--- config.mk ---
export PLATFORM = sky130hd
export DESIGN_NAME = rx_ring_writer
export DESIGN_NICKNAME = d
export VERILOG_FILES = /design/src/rtl/rxr_pkg.sv /design/src/rtl/rxr_len_track.sv /design/src/rtl/rxr_status_fmt.sv /design/src/rtl/rx_ring_writer.sv
export SDC_FILE = /design/constraint.sdc
export NUM_CORES = 1
export LEC_CHECK = 0
export ABC_AREA = 1
export BUFFER_PORTS_ARGS = -buffer_cell sky130_fd_sc_hd__buf_2
export CAP_MARGIN = 0
export CORE_MARGIN = 2
export CORE_UTILIZATION = 40
export DETAILED_ROUTE_END_ITERATION = 8
export HOLD_SLACK_MARGIN = 0.05
export SETUP_SLACK_MARGIN = 0.4
export SLEW_MARGIN = 40
export SYNTH_ARGS = -nofsm -noshare
export SYNTH_HDL_FRONTEND = slang
export SYNTH_SLANG_ARGS = --single-unit
export TNS_END_PERCENT = 20
--- constraint.sdc ---
create_clock -name clk -period 2.5 [get_ports clk]
set_clock_uncertainty 0.05 [all_clocks]
set_input_delay 0 -clock clk [delete_from_list [all_inputs] [get_ports clk]]
set_output_delay 0 -clock clk [all_outputs]
set_load 0.01 [all_outputs]
--- src/rtl/rxr_pkg.sv ---
package rxr_pkg;
  typedef enum logic [2:0] {
    ST_IDLE, ST_STAT, ST_BUF, ST_DATA, ST_DROP, ST_WB
  } rxr_state_e;

  localparam int OWN_B   = 31;
  localparam int EOR_B   = 30;
  localparam int FS_B    = 29;
  localparam int LS_B    = 28;
  localparam int LONG_B  = 22;
  localparam int ESUM_B  = 21;
  localparam int RUNT_B  = 20;
  localparam int CRC_B   = 19;
  localparam int LEN_W   = 13;
  localparam int MIN_FRM = 64;
endpackage

--- src/rtl/rxr_len_track.sv ---
module rxr_len_track
  import rxr_pkg::*;
#(
  parameter int MIN_LEN = MIN_FRM
) (
  input  logic             clk,
  input  logic             rst_n,
  input  logic             clr,
  input  logic             beat,
  input  logic [LEN_W-1:0] size,
  output logic [LEN_W-1:0] stored,
  output logic             store_ok,
  output logic             overlong,
  output logic             runt
);
  localparam int TOT_W = $clog2(MIN_LEN) + 1;

  logic [LEN_W-1:0] stored_d;
  logic [TOT_W-1:0] tot_q, tot_d;
  logic             over_d;

  assign store_ok = (stored < size);
  assign runt     = (tot_q < TOT_W'(MIN_LEN));

  always_comb begin
    stored_d = stored;
    tot_d    = tot_q;
    over_d   = overlong;
    if (clr) begin
      stored_d = '0;
      tot_d    = '0;
      over_d   = 1'b0;
    end else if (beat) begin
      if (store_ok) stored_d = stored + 1'b1;
      else          over_d   = 1'b1;
      if (runt)     tot_d    = tot_q + 1'b1;
    end
  end

  always_ff @(posedge clk or negedge rst_n) begin
    if (!rst_n) begin
      stored   <= '0;
      tot_q    <= '0;
      overlong <= 1'b0;
    end else if (clr || beat) begin
      stored   <= stored_d;
      tot_q    <= tot_d;
      overlong <= over_d;
    end
  end

  AST_STORED_LE_SIZE: assert property (@(posedge clk) disable iff (!rst_n)
    !clr |-> stored <= size);
endmodule

--- src/rtl/rxr_status_fmt.sv ---
module rxr_status_fmt
  import rxr_pkg::*;
(
  input  logic             eor,
  input  logic [LEN_W-1:0] stored,
  input  logic             overlong,
  input  logic             runt,
  input  logic             crc_err,
  output logic [31:0]      status
);
  always_comb begin
    status             = '0;
    status[LEN_W-1:0]  = stored;
    status[OWN_B]      = 1'b0;
    status[EOR_B]      = eor;
    status[FS_B]       = 1'b1;
    status[LS_B]       = 1'b1;
    status[LONG_B]     = overlong;
    status[RUNT_B]     = runt;
    status[CRC_B]      = crc_err;
    status[ESUM_B]     = overlong | runt | crc_err;
  end
endmodule

--- src/rtl/rx_ring_writer.sv ---
module rx_ring_writer
  import rxr_pkg::*;
#(
  parameter int ADDR_W = 32,
  parameter int IDX_W  = 8,
  parameter int MISS_W = 16
) (
  input  logic              clk,
  input  logic              rst_n,
  input  logic [ADDR_W-1:0] ring_base,
  input  logic              in_valid,
  input  logic [7:0]        in_data,
  input  logic              in_last,
  input  logic              in_crc_err,
  output logic              in_ready,
  output logic              mem_rd,
  output logic              mem_wr,
  output logic [ADDR_W-1:0] mem_addr,
  output logic [31:0]       mem_wdata,
  output logic [3:0]        mem_be,
  input  logic [31:0]       mem_rdata,
  output logic [MISS_W-1:0] missed_cnt
);
  localparam int DESC_SH = 4;
  localparam int ALIGN   = 8;

  rxr_state_e        state_q, state_d;
  logic [IDX_W-1:0]  idx_q, idx_d;
  logic [LEN_W-1:0]  size_q;
  logic              eor_q, crc_q;
  logic [ADDR_W-1:0] buf_q;
  logic [MISS_W-1:0] miss_d;
  logic              stat_en, buf_en, crc_en;
  logic              clr, beat, store_ok, overlong, runt;
  logic [LEN_W-1:0]  stored;
  logic [31:0]       wb_status;
  logic [ADDR_W-1:0] desc_addr;

  assign desc_addr = {ring_base[ADDR_W-1:ALIGN], ALIGN'(0)}
                   + ADDR_W'({idx_q, DESC_SH'(0)});

  rxr_len_track i_len (
    .clk(clk), .rst_n(rst_n), .clr(clr), .beat(beat), .size(size_q),
    .stored(stored), .store_ok(store_ok), .overlong(overlong), .runt(runt)
  );

  rxr_status_fmt i_fmt (
    .eor(eor_q), .stored(stored), .overlong(overlong), .runt(runt),
    .crc_err(crc_q), .status(wb_status)
  );

  always_comb begin
    state_d   = state_q;
    idx_d     = idx_q;
    miss_d    = missed_cnt;
    stat_en   = 1'b0;
    buf_en    = 1'b0;
    crc_en    = 1'b0;
    clr       = 1'b0;
    beat      = 1'b0;
    in_ready  = 1'b0;
    mem_rd    = 1'b0;
    mem_wr    = 1'b0;
    mem_addr  = desc_addr;
    mem_wdata = '0;
    mem_be    = 4'h0;
    unique case (state_q)
      ST_IDLE: begin
        if (in_valid) begin
          mem_rd  = 1'b1;
          state_d = ST_STAT;
        end
      end
      ST_STAT: begin
        stat_en = 1'b1;
        clr     = 1'b1;
        if (mem_rdata[OWN_B]) begin
          mem_rd   = 1'b1;
          mem_addr = desc_addr + ADDR_W'(8);
          state_d  = ST_BUF;
        end else begin
          miss_d  = missed_cnt + 1'b1;
          state_d = ST_DROP;
        end
      end
      ST_BUF: begin
        buf_en  = 1'b1;
        state_d = ST_DATA;
      end
      ST_DATA: begin
        in_ready = 1'b1;
        beat     = in_valid;
        if (in_valid && store_ok) begin
          mem_wr    = 1'b1;
          mem_addr  = buf_q + ADDR_W'(stored);
          mem_be    = 4'b0001 << mem_addr[1:0];
          mem_wdata = {4{in_data}};
        end
        if (in_valid && in_last) begin
          crc_en  = 1'b1;
          state_d = ST_WB;
        end
      end
      ST_DROP: begin
        in_ready = 1'b1;
        if (in_valid && in_last) state_d = ST_IDLE;
      end
      ST_WB: begin
        mem_wr    = 1'b1;
        mem_be    = 4'hF;
        mem_wdata = wb_status;
        idx_d     = eor_q ? '0 : idx_q + 1'b1;
        state_d   = ST_IDLE;
      end
      default: state_d = ST_IDLE;
    endcase
  end

  always_ff @(posedge clk or negedge rst_n) begin
    if (!rst_n) begin
      state_q    <= ST_IDLE;
      idx_q      <= '0;
      missed_cnt <= '0;
      size_q     <= '0;
      eor_q      <= 1'b0;
      buf_q      <= '0;
      crc_q      <= 1'b0;
    end else begin
      state_q    <= state_d;
      idx_q      <= idx_d;
      missed_cnt <= miss_d;
      if (stat_en) begin
        size_q <= mem_rdata[LEN_W-1:0];
        eor_q  <= mem_rdata[EOR_B];
      end
      if (buf_en) buf_q <= mem_rdata;
      if (crc_en) crc_q <= in_crc_err;
    end
  end

  AST_RD_WR_EXCL: assert property (@(posedge clk) disable iff (!rst_n)
    !(mem_rd && mem_wr));
  AST_READY_NO_RD: assert property (@(posedge clk) disable iff (!rst_n)
    in_ready |-> !mem_rd);
  AST_WB_RELEASE: assert property (@(posedge clk) disable iff (!rst_n)
    (mem_wr && mem_be == 4'hF) |-> (!mem_wdata[OWN_B] && mem_wdata[FS_B] && mem_wdata[LS_B]));
  AST_MISS_STEP: assert property (@(posedge clk) disable iff (!rst_n)
    !$stable(missed_cnt) |-> missed_cnt == $past(missed_cnt) + 1'b1);
  AST_DROP_NO_WR: assert property (@(posedge clk) disable iff (!rst_n)
    (state_q == ST_DROP) |-> !mem_wr);
  AST_BYTE_ONEHOT: assert property (@(posedge clk) disable iff (!rst_n)
    (mem_wr && mem_be != 4'hF) |-> $onehot0(mem_be) && mem_be != 4'h0);
endmodule

==> results <==
- The run finished, with violations left.
- The checks that failed: negative setup slack.
- Setup repair after global routing could not meet its margin everywhere.
- The total of flip-flops plus latches after synthesis is 95.
- The worst-case IR drop observed on VDD is ~380 uV.
- The synthesized design contains 0 enable-type register cells.
- STA classifies the critical path endpoint as a primary output.
- Input and output buffers added on the ports amount to 155.
- The count of nets left with antenna violations once routing finished came out at 0.
- Leaving out fill and tap cells, the most frequent cells in the layout are sky130_fd_sc_hd__nand2_1, sky130_fd_sc_hd__inv_1, sky130_fd_sc_hd__buf_2, sky130_fd_sc_hd__nor2_1, sky130_fd_sc_hd__dfrtp_1.
- The overall power is ~8 mW.
- After clock tree synthesis, the clock-pin slew on the worst setup and hold paths is around 0.080 ns.
- After layout, the worst setup slack is -0.0268 ns.
- After filler insertion, the fill cell instance count of the layout stands at ~1800.
- In this run the standard cell core region covers roughly 0.019 mm2.
- The worst path arrival time is ~2.5 ns.
- Of all flip-flops after synthesis, the portion carrying an async set or reset was 1.00.
- Ranked by total cell area, the synthesized netlist is headed by sky130_fd_sc_hd__dfrtp_1, sky130_fd_sc_hd__nand2_1, sky130_fd_sc_hd__inv_1.
- Of the total synthesized cell area, the portion taken by AND, OR, NAND and NOR gates is 0.360.
- In this run the vertical extent of the chip is about 140 um.
- Across all register-to-register paths, the minimum setup slack is around 0.29 ns.
- The number of vias in the routed layout is 7935.
- The synthesized-area fraction occupied by ao, oa, aoi and oai cells is 0.0989.
- The tightest hold margin is between 0.1 and 0.15 ns.
- The post-route setup TNS is -0.0297 ns.
- The clock latency on the worst-skew pair is around 0.35 ns.
- In this run the tightest slew margin relative to its limit is 0.583.
- For this run, design rule violations remaining after detail routing come to 0.
- The congestion estimate from routability-driven global placement came to around 0.92.
- The library cell used most frequently in the layout, excluding fill and tap cells, is sky130_fd_sc_hd__nand2_1.
- The total routing usage reported by global routing is 0.235.
- After detailed routing, the total wire length is around 24000 um.
- The violation count after the first detailed-route iteration is 378.
- The maximum clock path buffer count is 2.
- The number of antenna diodes in the final layout is 0.
- The aggregate global routing overflow is 0.
- The share of cell area taken by muxes after synthesis is 0.0105.
- The number of detailed-routing iterations run before antenna repair is 6.
- The final setup violation count is 3.
- The signal on the critical path passes through ha_1, nand2_1, inv_1, o21bai_1, nand3_2, nor2_4, nand2_4, nor2_8, buf_8, nand2_2, nor2_2, nor2_1, buf_2.
- The count of endpoints failing hold in the final timing report came to 0.
- The die is around 140 um wide.
- Of all nets on the critical path, the largest fanout is 6.
- The area added between synthesis and finish is 36.1%.
- The number of global-route vias before repair is ~7500.
- The fraction of layout cells with a size suffix above 1 is 0.282.
- Summed over all nets, the half-perimeter wirelength after detailed placement is 17900 um.
- The worst setup path is launched from a register.
- The startpoint of the worst register-to-register path is i_len.stored[10]$_DFFE_PN0P_.
- Dividing total power by cell area gives a power density of between 700 and 800 mW/mm2.
- The first-pass GRT wire length is between 30000 and 40000 um.
- The mapped netlist covers ~0.0075 mm2.
- For this run, the register share of the synthesized area comes to 0.315.
- The die covers ~0.020 mm2.
- The transition time at the pin with the least slew margin is roughly 0.63 ns.
- Excluding fillers, the count of instances in the completed layout stands at around 1600.
- The clock network fraction of design power is 0.176.
- The clock root buffer is sky130_fd_sc_hd__clkbuf_16.
- The number of cell rows is 50.
- The worst register-to-register path ends at i_len.stored[6]$_DFFE_PN0P_.
- Prior to clock tree synthesis, the placed netlist has a worst setup slack of ~0.15 ns.
- The analysis attributes to net switching a power of roughly 3.6 mW.
- For this configuration, the core starts out at a cell density of 0.406.
- Of the available clock period, the critical path in the final layout requires 1.01.
- The most used flip-flop cell after synthesis is sky130_fd_sc_hd__dfrtp_1.
- Of the post-synthesis cell area, the dominant cell type holds 0.315.
- The number of H-tree branching levels is 3.
- The number of nets in the synthesized netlist is 1246.
- Cell internal power was estimated by the tool at 4.27 mW.
- about 160 I/O pins were placed.
- The setup path with the least slack is of type reg2out.
- The cell with the biggest individual delay on the critical path is sky130_fd_sc_hd__dfrtp_1.
- The number of standard cells after synthesis is about 1100.
- The largest total area in the synthesized netlist belongs to sky130_fd_sc_hd__dfrtp_1.
- Of the total synthesized cell area, the portion taken by full adders, half adders and majority gates is 0.0601.
- The share of total power dissipated in combinational logic is 0.497.
- The worst endpoint required time is ~2.5 ns.
- The number of antenna violations at the first check in global routing was 0.
- TritonCTS built the clock tree.
- The net count of the finished layout is 1459.
- The power share of the sequential group is 0.326.
- The critical path contains buffers and inverters numbering 3 combined.
- The leakage power is 5.45 nW.
- The count of final max-slew check failures is 0.
- The Yosys step of the flow raised 0 warnings.
- The max-cap violation count is 0.
- The class of the tightest hold or removal check is in2async.
- In this run, CTS created clock tree buffers numbering 9.
- For the finished layout, the period the worst path requires is ~2.5 ns.
- The average wire per cell in the routed design is between 15 and 20 um.
- The detailed-route vias per instance is 5.00.
- Of the total power, the share spent switching nets is 0.460.
- Including well taps, the total number of placed cells is about 1500.
- The longest individual stage delay on the worst path is ~0.4 ns.
- Measured in cells, the most critical reg-to-reg path has a length of 12.
- After synthesis, the largest family of logic cells by area is simple AND/OR/NAND/NOR gates.
- Of the total synthesized cell area, the portion taken by XOR and XNOR cells is 0.0465.
- The kind of cell adding the most delay to the critical path is simple AND/OR/NAND/NOR gates.
- After synthesis, the netlist uses 50 different library cells.
- Entering global routing, the biggest net connects a little under 60 pins.
- The number of clock sinks is 95.
- The synthesized area per cell is 6.65 um2.
- The fmax is approximately 400 MHz.
[cells in the mapped netlist (3+ instances only)]
cell	number
sky130_fd_sc_hd__nor2_2	5
sky130_fd_sc_hd__dfrtp_1	95
sky130_fd_sc_hd__mux2_2	7
sky130_fd_sc_hd__o22ai_1	6
sky130_fd_sc_hd__nand3_1	92
sky130_fd_sc_hd__nand3b_1	10
sky130_fd_sc_hd__nand3_2	4
sky130_fd_sc_hd__ha_1	33
sky130_fd_sc_hd__buf_2	10
sky130_fd_sc_hd__nand2_2	4
sky130_fd_sc_hd__buf_4	10
sky130_fd_sc_hd__xnor2_1	17
sky130_fd_sc_hd__nor3_1	19
sky130_fd_sc_hd__o21ai_0	43
sky130_fd_sc_hd__clkbuf_1	5
sky130_fd_sc_hd__a21boi_1	3
sky130_fd_sc_hd__o21ai_1	32
sky130_fd_sc_hd__nor2_4	5
sky130_fd_sc_hd__a21oi_1	38
sky130_fd_sc_hd__inv_2	3
sky130_fd_sc_hd__inv_1	173
sky130_fd_sc_hd__nor2_1	110
sky130_fd_sc_hd__or2_2	3
sky130_fd_sc_hd__nand2_1	341
sky130_fd_sc_hd__xor2_1	23
sky130_fd_sc_hd__o31ai_1	3
sky130_fd_sc_hd__nand4_1	10
[power by group through the flow]
stage                     clock network, mW  registers, mW  logic (mW)
after global routing                   1.47           2.65        4.39
after floorplan                           0           2.39        2.30
after global placement                    0           2.54        3.22
after CTS                              1.41           2.57        3.50
final                                  1.39           2.58        3.93
after detailed placement                  0           2.54        3.25
[how the worst max path moves through the flow]
stage | from | end | cells after the start
floorplan | i_len.stored[10]$_DFFE_PN0P_ | mem_wdata[23] | 10
global placement | i_len.stored[0]$_DFFE_PN0P_ | mem_addr[18] | 13
detailed placement | i_len.stored[0]$_DFFE_PN0P_ | mem_addr[18] | 13
CTS | size_q[10]$_DFFE_PN0P_ | mem_wdata[6] | 13
global route | i_len.stored[10]$_DFFE_PN0P_ | mem_addr[29] | 13
finish | i_len.stored[10]$_DFFE_PN0P_ | mem_addr[29] | 13
[final cells by class]
class,count,area [um2],area share
timing repair buffer,229,1620,0.158
clock inverter,7,62.6,0.00610
sequential,95,2390,0.233
inverter,178,671,0.0653
clock buffer,9,225,0.0219
multi-input combinational,834,5000,0.487
tap,234,293,0.0285
[logic make-up (layout without fill, tap and decap cells)]
logic type,after synthesis,after routing
simple gates,616,616
buf+inv,205,423
compound gates,136,136
flops,95,95
xor+xnor,40,40
fa+ha+maj,35,35
mux,7,7
[registers in the layout, indices dropped and copies added, names as in the netlist]
| register | cells |
|---|---|
| i_len.stored | 13 |
| size_q | 13 |
| missed_cnt | 16 |
| crc_q | 1 |
| state_q | 3 |
| eor_q | 1 |
| i_len.tot_q | 7 |
| idx_q | 8 |
| buf_q | 32 |
| i_len.overlong | 1 |
[stage by stage]
| stage | cell area [um2] | utilization |
|---|---|---|
| finish | 10300 | 0.552 |
| global placement | 8610 | 0.463 |
| global route | 10300 | 0.552 |
| detailed placement | 8610 | 0.463 |
| CTS | 9630 | 0.518 |
| floorplan | 7540 | - |
[what timing repair did]
| item | in CTS | in global routing |
|---|---|---|
| hold buffers | 37 | 0 |
| endpoints found under the setup margin | 76 | 85 |
| pin swaps | 7 | 46 |
| buffers inserted | 10 | 7 |
| cloned | 1 | 3 |
| hold endpoints to repair | 98 | 0 |
| gates resized for setup | 52 | 131 |
[routing by layer]
layer	wire length (um)	track usage	vias up
met5	0	0	-
met4	558	0.0768	0
met3	1190	0.0304	30
met2	11500	0.396	231
met1	10900	0.314	3656
li1	-	-	4018
Note: power is estimated with default switching activity, not from simulation.
